$ cat src/rtl/hvi_pkg.sv
package hvi_pkg;
    localparam int CAUSE_W = 8;

    // Cause bit positions; software and the bench decode these.
    localparam int C_PERMIT  = 0;
    localparam int C_ESTOP   = 1;
    localparam int C_WIRING  = 2;
    localparam int C_VMIS    = 3;
    localparam int C_IMIS    = 4;
    localparam int C_GRID    = 5;
    localparam int C_DEVICE  = 6;
    localparam int C_DFAIL   = 7;

    typedef enum logic [1:0] {
        ST_SAFE   = 2'd0,
        ST_RUN    = 2'd1,
        ST_DISCH  = 2'd2,
        ST_LOCKED = 2'd3
    } hvi_state_e;
endpackage

$ cat src/rtl/hvi_estop_monitor.sv
module hvi_estop_monitor #(
    parameter int SKEW_CYCLES = 1250000
) (
    input  logic clk,
    input  logic rst_n,
    input  logic contact_a_i,
    input  logic contact_b_i,
    output logic open_o,
    output logic skew_o
);
    localparam int CNT_W = $clog2(SKEW_CYCLES + 1);

    logic [CNT_W-1:0] cnt_d, cnt_q;
    logic             disagree;

    assign disagree = contact_a_i ^ contact_b_i;
    assign open_o   = !(contact_a_i && contact_b_i);
    assign skew_o   = (cnt_q == CNT_W'(SKEW_CYCLES));

    always_comb begin
        if (!disagree)
            cnt_d = '0;
        else if (cnt_q == CNT_W'(SKEW_CYCLES))
            cnt_d = cnt_q;
        else
            cnt_d = cnt_q + 1'b1;
    end

    always_ff @(posedge clk or negedge rst_n) begin
        if (!rst_n) cnt_q <= '0;
        else        cnt_q <= cnt_d;
    end
endmodule

$ cat src/rtl/hvi_sample_compare.sv
module hvi_sample_compare #(
    parameter int W     = 12,
    parameter int LIMIT = 40
) (
    input  logic [W-1:0] path_a_i,
    input  logic [W-1:0] path_b_i,
    output logic         exceed_o
);
    logic [W:0] diff;

    always_comb begin
        if (path_a_i >= path_b_i) diff = {1'b0, path_a_i} - {1'b0, path_b_i};
        else                      diff = {1'b0, path_b_i} - {1'b0, path_a_i};
        exceed_o = diff > (W+1)'(LIMIT);
    end
endmodule

$ cat src/rtl/hv_interlock_ctrl.sv
module hv_interlock_ctrl
    import hvi_pkg::*;
#(
    parameter int SAMPLE_W     = 12,
    parameter int NUM_FAULTS   = 12,
    parameter int V_DIFF_MAX   = 40,
    parameter int I_DIFF_MAX   = 20,
    parameter int SAFE_V       = 60,
    parameter int DISCH_CYCLES = 12500000,
    parameter int ESTOP_SKEW_CYCLES = 1250000
) (
    input  logic                  clk,
    input  logic                  rst_n,
    input  logic                  door_closed_i,
    input  logic                  conn_mated_i,
    input  logic                  loop_intact_i,
    input  logic                  estop_a_ok_i,
    input  logic                  estop_b_ok_i,
    input  logic [NUM_FAULTS-1:0] fault_flags_i,
    input  logic                  grid_loss_i,
    input  logic [SAMPLE_W-1:0]   samp_v_a_i,
    input  logic [SAMPLE_W-1:0]   samp_v_b_i,
    input  logic [SAMPLE_W-1:0]   samp_i_a_i,
    input  logic [SAMPLE_W-1:0]   samp_i_b_i,
    input  logic [SAMPLE_W-1:0]   bus_v_i,
    input  logic                  enable_req_i,
    input  logic                  reset_req_i,
    output logic                  hv_enable_o,
    output logic                  gate_block_o,
    output logic                  grid_connect_o,
    output logic                  main_power_o,
    output logic                  discharge_o,
    output logic [7:0]            trip_cause_o,
    output logic [NUM_FAULTS-1:0] fault_latched_o
);
    localparam int CNT_W = (DISCH_CYCLES > 1) ? $clog2(DISCH_CYCLES) : 1;
    localparam logic [CNT_W-1:0] CNT_LAST = CNT_W'(DISCH_CYCLES - 1);

    typedef struct packed {
        hvi_state_e            st;
        logic [CNT_W-1:0]      cnt;
        logic [CAUSE_W-1:0]    cause;
        logic [NUM_FAULTS-1:0] flt;
    } regs_t;

    regs_t r_d, r_q;

    logic estop_open, estop_skew, v_mis, i_mis;
    logic permit_ok, hazard, bus_unsafe;
    logic [CAUSE_W-1:0] cond;

    hvi_estop_monitor #(.SKEW_CYCLES(ESTOP_SKEW_CYCLES)) u_estop (
        .clk         (clk),
        .rst_n       (rst_n),
        .contact_a_i (estop_a_ok_i),
        .contact_b_i (estop_b_ok_i),
        .open_o      (estop_open),
        .skew_o      (estop_skew)
    );

    hvi_sample_compare #(.W(SAMPLE_W), .LIMIT(V_DIFF_MAX)) u_vcmp (
        .path_a_i (samp_v_a_i),
        .path_b_i (samp_v_b_i),
        .exceed_o (v_mis)
    );

    hvi_sample_compare #(.W(SAMPLE_W), .LIMIT(I_DIFF_MAX)) u_icmp (
        .path_a_i (samp_i_a_i),
        .path_b_i (samp_i_b_i),
        .exceed_o (i_mis)
    );

    assign permit_ok  = door_closed_i && conn_mated_i && loop_intact_i;
    assign bus_unsafe = bus_v_i > SAMPLE_W'(SAFE_V);

    always_comb begin
        cond           = '0;
        cond[C_PERMIT] = (r_q.st == ST_RUN) && !permit_ok;
        cond[C_ESTOP]  = estop_open;
        cond[C_WIRING] = estop_skew;
        cond[C_VMIS]   = v_mis;
        cond[C_IMIS]   = i_mis;
        cond[C_GRID]   = grid_loss_i;
        cond[C_DEVICE] = |fault_flags_i;
        hazard         = |cond;
    end

    // Outputs that must react without waiting for an edge.
    assign hv_enable_o     = (r_q.st == ST_RUN) && permit_ok && !hazard;
    assign gate_block_o    = !hv_enable_o;
    assign main_power_o    = !estop_open && !r_q.cause[C_ESTOP];
    assign grid_connect_o  = !grid_loss_i && !r_q.cause[C_GRID];
    assign discharge_o     = (r_q.st == ST_DISCH);
    assign trip_cause_o    = r_q.cause;
    assign fault_latched_o = r_q.flt;

    always_comb begin
        r_d       = r_q;
        r_d.cause = r_q.cause | cond;
        r_d.flt   = r_q.flt | fault_flags_i;
        unique case (r_q.st)
            ST_SAFE: begin
                if (hazard) begin
                    r_d.st  = ST_DISCH;
                    r_d.cnt = '0;
                end else if (enable_req_i && permit_ok && (r_q.cause == '0)) begin
                    r_d.st = ST_RUN;
                end
            end
            ST_RUN: begin
                if (hazard) begin
                    r_d.st  = ST_DISCH;
                    r_d.cnt = '0;
                end
            end
            ST_DISCH: begin
                if (r_q.cnt == CNT_LAST) begin
                    r_d.st = ST_LOCKED;
                    if (bus_unsafe) r_d.cause[C_DFAIL] = 1'b1;
                end else begin
                    r_d.cnt = r_q.cnt + 1'b1;
                end
            end
            ST_LOCKED: begin
                if (reset_req_i && permit_ok && !hazard) begin
                    r_d.st    = ST_SAFE;
                    r_d.cause = '0;
                    r_d.flt   = '0;
                end
            end
            default: r_d.st = ST_LOCKED;
        endcase
    end

    always_ff @(posedge clk or negedge rst_n) begin
        if (!rst_n) begin
            r_q.st    <= ST_SAFE;
            r_q.cnt   <= '0;
            r_q.cause <= '0;
            r_q.flt   <= '0;
        end else begin
            r_q <= r_d;
        end
    end
endmodule

$ cat config.mk
export PLATFORM = sky130hd
export DESIGN_NAME = hv_interlock_ctrl
export DESIGN_NICKNAME = d
export VERILOG_FILES = /design/src/rtl/hvi_pkg.sv /design/src/rtl/hvi_estop_monitor.sv /design/src/rtl/hvi_sample_compare.sv /design/src/rtl/hv_interlock_ctrl.sv
export SDC_FILE = /design/constraint.sdc
export NUM_CORES = 1
export LEC_CHECK = 0
export ABC_CLOCK_PERIOD_IN_PS = 3500
export BUFFER_PORTS_ARGS = -buffer_cell sky130_fd_sc_hd__buf_2
export CELL_PAD_IN_SITES_DETAIL_PLACEMENT = 1
export CELL_PAD_IN_SITES_GLOBAL_PLACEMENT = 2
export CORE_ASPECT_RATIO = 0.6
export CORE_MARGIN = 5
export CORE_UTILIZATION = 34
export DETAILED_ROUTE_END_ITERATION = 8
export GPL_ROUTABILITY_DRIVEN = 0
export PLACE_DENSITY_LB_ADDON = 0.15
export SLEW_MARGIN = 20
export SYNTH_ARGS = -nofsm -noshare
export SYNTH_HDL_FRONTEND = slang
export SYNTH_SLANG_ARGS = --single-unit
$ cat constraint.sdc
create_clock -name clk -period 3.5 [get_ports clk]
set_input_delay 0.175 -clock clk [delete_from_list [all_inputs] [get_ports clk]]
set_output_delay 0.175 -clock clk [all_outputs]
set_load 0.005 [all_outputs]
== After elaboration in Yosys (flattened, before gate mapping) ==
Index checks and enable logic that the tools add are counted.

* Eq/ne operators: 12
* Mux-type cells: 18
* Shift-type cells: 0
* Magnitude comparators: 5
* Bitwise gates (word level): 3
* Div/mod/pow operators: 0
* Multiply operators: 0
* Reductions and logical operators: 26
* Add/sub/neg operators: 6

{| class="wikitable"
|+ Operators by type and width
! cell !! count
|-
| case mux 24 bit (3 select lines) || 1
|-
| subtractor 12 x 12 -> 13 bit || 4
|-
| two-way mux 24 bit || 2
|-
| two-way mux 21 bit || 2
|-
| two-way mux 13 bit || 2
|-
| two-way mux 26 bit || 1
|-
| adder 24 x 1 -> 24 bit, second input constant || 1
|-
| == test 24 bit, second input constant || 1
|-
| greater-or-equal comparator 12 bit || 2
|-
| adder 21 x 1 -> 21 bit, second input constant || 1
|-
| == test 21 bit, second input constant || 1
|-
| two-way mux 20 bit || 1
|-
| two-way mux 19 bit || 1
|-
| OR reduction 18 bit || 1
|-
| greater-than comparator 13 x 5 -> 1 bit, second input constant || 1
|-
| greater-than comparator 13 x 6 -> 1 bit, second input constant || 1
|-
| greater-than comparator 12 x 6 -> 1 bit, second input constant || 1
|-
| logical AND 1 bit || 12
|-
| OR 12 bit || 1
|-
| OR reduction 12 bit || 1
|-
| inequality test 2 bit, second input constant || 5
|-
| zero test 8 bit || 1
|-
| two-way mux 2 bit || 4
|-
| OR 8 x 7 -> 8 bit || 1
|-
| other kinds (12) || 21
|}

* Register bits: 67
* Output and inout bits: 25
* RAM bits: 0
* Input port bits: 82
* Latch bits: 0
* Memories: 0
* Logic and storage cells: 75
* Memory bits (read-only): 0

== Depth between registers and ports, before layout ==
* Word-level depth: 9
* Gate-level depth with buffers: 16
* Depth with buffers taken out: 14

== Cells and area by module ==
A second synthesis with hierarchy kept.

* Cells, all modules: 784
* Area total of the unflattened synthesis: 6452.4 µm²

{| class="wikitable"
|+ Modules (own cells, without submodules)
! module !! sequential area each (µm²) !! area an instance (µm²) !! cells an instance !! times used
|-
| hv_interlock_ctrl || 1151.1 || 2668.8 || 300 || 1
|-
| hvi_sample_compare (u_icmp) || 0.0 || 1343.8 || 186 || 1
|-
| hvi_sample_compare (u_vcmp) || 0.0 || 1305.0 || 177 || 1
|-
| hvi_estop_monitor || 525.5 || 1134.8 || 121 || 1
|}

== Least setup slack after synthesis ==
Ideal clock, no wire load.

* Path kind: input to register
* From: in samp_i_a_i[10]
* To: reg r_q[45] (netlist name)
* Arrival: 3265 ps
* Setup time: 136 ps
* Cell stages on the path: 13
* Path slack: 99 ps
* Required time: 3364 ps
* Buffers on the path: 1
* Cell sequence: inv_1 -> ha_1 -> buf_6 -> a21o_1 -> a21o_1 -> a221o_1 -> nor2_4 -> o2111ai_1 -> o41a_1 -> a211o_1 -> or4_4 -> a221oi_2 -> o32ai_1

* Longest elaborated chain between the ends: 8
* Elaborated cells on any way between the ends: 14
* Those cells by class: add/sub: 2; order compare: 2; eq/ne: 3; mux: 3; reduce/logical: 4

{| class="wikitable"
|+ RTL lines
! element !! line !! RTL
|-
| from (decl) || hv_interlock_ctrl.sv:23 || <nowiki>input logic [SAMPLE_W-1:0] samp_i_a_i,</nowiki>
|-
| subtractor 12 x 12 -> 13 bit, or another cell as far along || hvi_sample_compare.sv:13 || <nowiki>else diff = {1'b0, path_b_i} - {1'b0, path_a_i};</nowiki>
|-
| two-way mux 13 bit (*) || hvi_sample_compare.sv:12 || <nowiki>if (path_a_i >= path_b_i) diff = {1'b0, path_a_i} - {1'b0, path_b_i};</nowiki>
|-
| greater-than comparator 13 x 5 -> 1 bit (*) || hvi_sample_compare.sv:14 || <nowiki>exceed_o = diff > (W+1)'(LIMIT);</nowiki>
|-
| OR reduction 18 bit (*) || hv_interlock_ctrl.sv:85 || <nowiki>hazard = |cond;</nowiki>
|-
| zero test 1 bit || hv_interlock_ctrl.sv:125 || <nowiki>if (reset_req_i && permit_ok && !hazard) begin</nowiki>
|-
| logical AND 1 bit || hv_interlock_ctrl.sv:125 ||
|-
| inequality test 2 bit (no line) || -- ||
|-
| AND reduction 4 bit (no line) || -- ||
|-
| to (signal assigned) || hv_interlock_ctrl.sv:142 || <nowiki>r_q <= r_d;</nowiki>
|-
| to (decl) || hv_interlock_ctrl.sv:46 || <nowiki>regs_t r_d, r_q;</nowiki>
|}

Mark *: on every way between the ends. The rest lies on a longest branch, timed or not.
A chain may end at the register's enable or synchronous reset.

== Worst setup path in the final report ==
Same ends and word-level chain as after synthesis.

==> metrics.md <==
| Metric | Value |
|---|---|
| Sequential Power Share | `0.315` |
| Detail Route Antenna Nets | `0` |
| Asr flop ratio synth | `1.00` |
| Clock transition at path regs | `0.06 ns` |
| Unrepaired setup endpoints after global routing | `yes` |
| Worst Hold Class | `in2reg` |
| Commonest cells in the netlist | `78 x nor2_1, 67 x dfrtp_1, 65 x inv_1` |
| Overall power | `0.00258 W` |
| Placeable Area | `18100 um^2` |
| Min Clock Period, post-route | `3.39 ns` |
| Worst-Skew Late Latency | `0.33 ns` |
| CP max stage delay | `0.60 ns` |
| DR WL met2 | `8.67 mm` |
| Setup-failing EPs final | `0` |
| Largest cells by area after synthesis | `dfrtp_1 27%, ha_1 11%, nor2_1 4.7%, nand3_1 4.5%, inv_1 3.9%` |
| Reg2reg start | `r_q[20]$_DFFE_PN0P_` |
| Non-filler cells, final | `1180` |
| Combinational power share | `0.303` |
| Area after DPL | `7550 um^2` |
| Most used DFF post-synth | `dfrtp_1` |
| Syn_area_per_cell | `8.14 um^2` |
| Cell Chain, Critical Path | `buf_2 -> inv_1 -> ha_1 -> a21o_1 -> a21o_1 -> a221o_1 -> nor2_4 -> o2111ai_1 -> o41a_1 -> a211o_2 -> or4_4 -> a221oi_4 -> o32ai_1` |
| Leakage | `3.85 nW` |
| Setup Skew | `0.00792 ns` |
| Relative slew margins | `0.450` |
| Max Cap Viol | `0` |
| Vias/cell | `5.24` |
| First-pass DRT Iterations | `4` |
| Placed Cells | `1163` |
| Detailed Route WL | `20.2 mm` |
| Fin. Hold Viols | `0` |
| DRT iter0 DRCs | `337` |
| Critical Path Fanout Max | `6` |
| Die ar. | `21300 um^2` |
| Post-synthesis sequential area ratio | `0.268` |
| Yosys reg bits | `67` |
| CTS Buf Count | `9` |
| GR Overflow Total | `0` |
| Die Wd | `185 um` |
| Filler cells | `2221` |
| Top Layer Used | `met4` |
| Slowest cell on crit path | `or4_4` |
| R2R setup slack | `0.28 ns` |
| Cells after synthesis | `768` |
| Worst-Margin Slew | `0.825 ns` |
| Buf+Inv Stages, Crit Path | `2` |
| CTS tree | `done` |
| Cell mode on critical path | `a21o_1` |
| Worst VDD drop | `0.208 mV` |
| R2r worst-path depth | `12` |
| Synth Cell Area | `6250 um^2` |
| Area leader, netlist | `dfrtp_1` |
| Stages on worst setup path | `13` |
| Type of the worst setup path | `in2reg` |
| Crit path launch type | `primary input` |
| Hpwl dp | `16.4 mm` |
| CP arrival | `3.59 ns` |
| Tcrit/Tclk final | `0.970` |
| IO Port Bufs | `106` |
| Distinct cells, synth | `72` |
| Largest net degree at the start of global routing | `52` |
| Syn nets | `911` |
| Met3 routed WL | `972 um` |
| Yosys warnings | `0` |
| Vias in the first global route | `6418` |
| Worst Setup EP | `r_q[45]$_DFFE_PN0P_` |
| Number of I/O pins | `107` |
| Beginning of the critical path | `samp_i_a_i[10]` |
| Int Pwr | `0.00179 W` |
| Largest delay share family, worst path | `compound AO/OA/AOI/OAI gates` |
| Fmax | `0.295 GHz` |
| Layout cells sized above 1 | `0.277` |
| DRT met1 WL | `10.4 mm` |
| Clk root buf | `clkbuf_16` |
| Deepest clock path buffer count | `2` |
| GRT Total Usage | `0.189` |
| Final instance area | `8060 um^2` |
| Power per cell area | `320 nW/um^2` |
| EDFF count, synth | `0` |
| Routed len/inst | `17.1 um` |
| Layout Nets | `1078` |
| Initial antenna violation count | `0` |
| Setup TNS | `0 ns` |
| Row count | `38` |
| Switching Power | `0.000795 W` |
| Sw frac | `0.308` |
| Worst reg2reg path endpoint | `r_q[40]$_DFFE_PN0P_` |
| Starting Density | `0.346` |
| Outcome | `finished clean` |
| Clock Power Share | `0.382` |
| Antenna diodes | `0` |
| Area delta synth->final | `29.0%` |
| CP Data Required Time | `3.70 ns` |
| First-pass GRT wire length | `32.9 mm` |
| Max Slew Vio Count | `0` |
| Area share of the largest cell type after synthesis | `0.268` |
| Top-count cell post-synth | `nor2_1` |
| Die height | `115 um` |
| CP Capture Type | `flop` |
| Clk sinks | `67` |
| Vias | `6179` |
| DRC viols | `0` |
| Max H-tree Level | `3` |
-- worst min-delay path, delay by kind of cell --
kind / cells / cell delay (ns)
AND/OR/NAND/NOR: 2 / 0.11
buffers and inverters: 1 / 0.09
-- per-stage QoR --
stage / utilization / setup WS (ns) / hold slack [ns]
6_report: 0.446 / 0.106 / 0.0885
5_1_grt: 0.446 / -0.0283 / 0.0943
4_1_cts: 0.438 / 0.0000773 / 0.0786
3_5_place_dp: 0.418 / -0.351 / 0.325
3_3_place_gp: 0.418 / -0.247 / 0.309
2_1_floorplan: - / 0.0985 / -0.121
-- state kept, by name, indices dropped and copies added (netlist names) --
| signal | flops |
|---|---|
| r_q | 26 |
| trip_cause_o | 8 |
| u_estop.cnt_q | 21 |
| fault_latched_o | 12 |
-- power by group through the flow --
| stage | clock, W | sequential (W) | combinational [W] |
|---|---|---|---|
| after floorplan | 0 | 0.000820 | 0.000411 |
| after global placement | 0 | 0.000824 | 0.000711 |
| after detailed placement | 0 | 0.000826 | 0.000733 |
| after CTS | 0.00101 | 0.000812 | 0.000745 |
| after global routing | 0.00105 | 0.000816 | 0.000865 |
| final | 0.000986 | 0.000812 | 0.000782 |
-- layout make-up --
class / count / area (um^2) / area share
multi-input cells: 592 / 4250 / 0.527
flip-flops and latches: 67 / 1680 / 0.208
repair buffers: 200 / 1270 / 0.158
well taps: 240 / 300 / 0.0372
inverters: 65 / 244 / 0.0303
clock buffers: 10 / 229 / 0.0284
clock inverters: 6 / 88.8 / 0.0110
-- worst min path at each step --
stage	slack, ns	to	start	cells past startpoint
after floorplan	-0.12	fault_latched_o[0]$_DFF_PN0_	rst_n	0
after global placement	0.31	u_estop.cnt_q[19]$_DFFE_PN0P_	rst_n	1
after detailed placement	0.33	u_estop.cnt_q[20]$_DFFE_PN0P_	rst_n	1
after CTS	0.08	fault_latched_o[7]$_DFF_PN0_	fault_flags_i[7]	3
after global routing	0.09	fault_latched_o[1]$_DFF_PN0_	fault_flags_i[1]	3
final	0.09	fault_latched_o[1]$_DFF_PN0_	fault_flags_i[1]	3
-- cells by family after synthesis --
logic type / after synthesis / share of synthesized area
flops: 67 / 0.268
compound gates: 154 / 0.177
xor+xnor: 35 / 0.0490
simple gates: 334 / 0.286
buf+inv: 109 / 0.0802
mux: 8 / 0.0128
fa+ha+maj: 61 / 0.127
-- layout by cell type, fill, tap and decap left out, types with 10 or more instances in the layout --
cell type	netlist	routed
a21o_1	10	10
a21oi_1	33	25
and2_1	20	20
and3_1	16	16
buf_2	4	106
buf_4	21	88
dfrtp_1	67	67
ha_1	57	54
inv_1	65	64
nand2_1	59	57
nand3_1	56	54
nor2_1	78	77
nor2b_1	17	16
o211ai_1	11	11
o21ai_0	20	17
xnor2_1	26	26
-- routing by layer --
metal,vias up,global-route usage
met5,-,0
met4,0,0.0220
met3,12,0.0326
met2,108,0.294
met1,3032,0.284
li1,3027,-
-- timing repair --
item | CTS | global route
gates resized for setup | 6 | 35
setup buffers | 1 | 0
hold endpoints to repair | 36 | 0
pin swaps | 4 | 7
hold buffers | 1 | 0
endpoints found under the setup margin | 2 | 26
No activity file was read; power rests on OpenSTA's default activity.
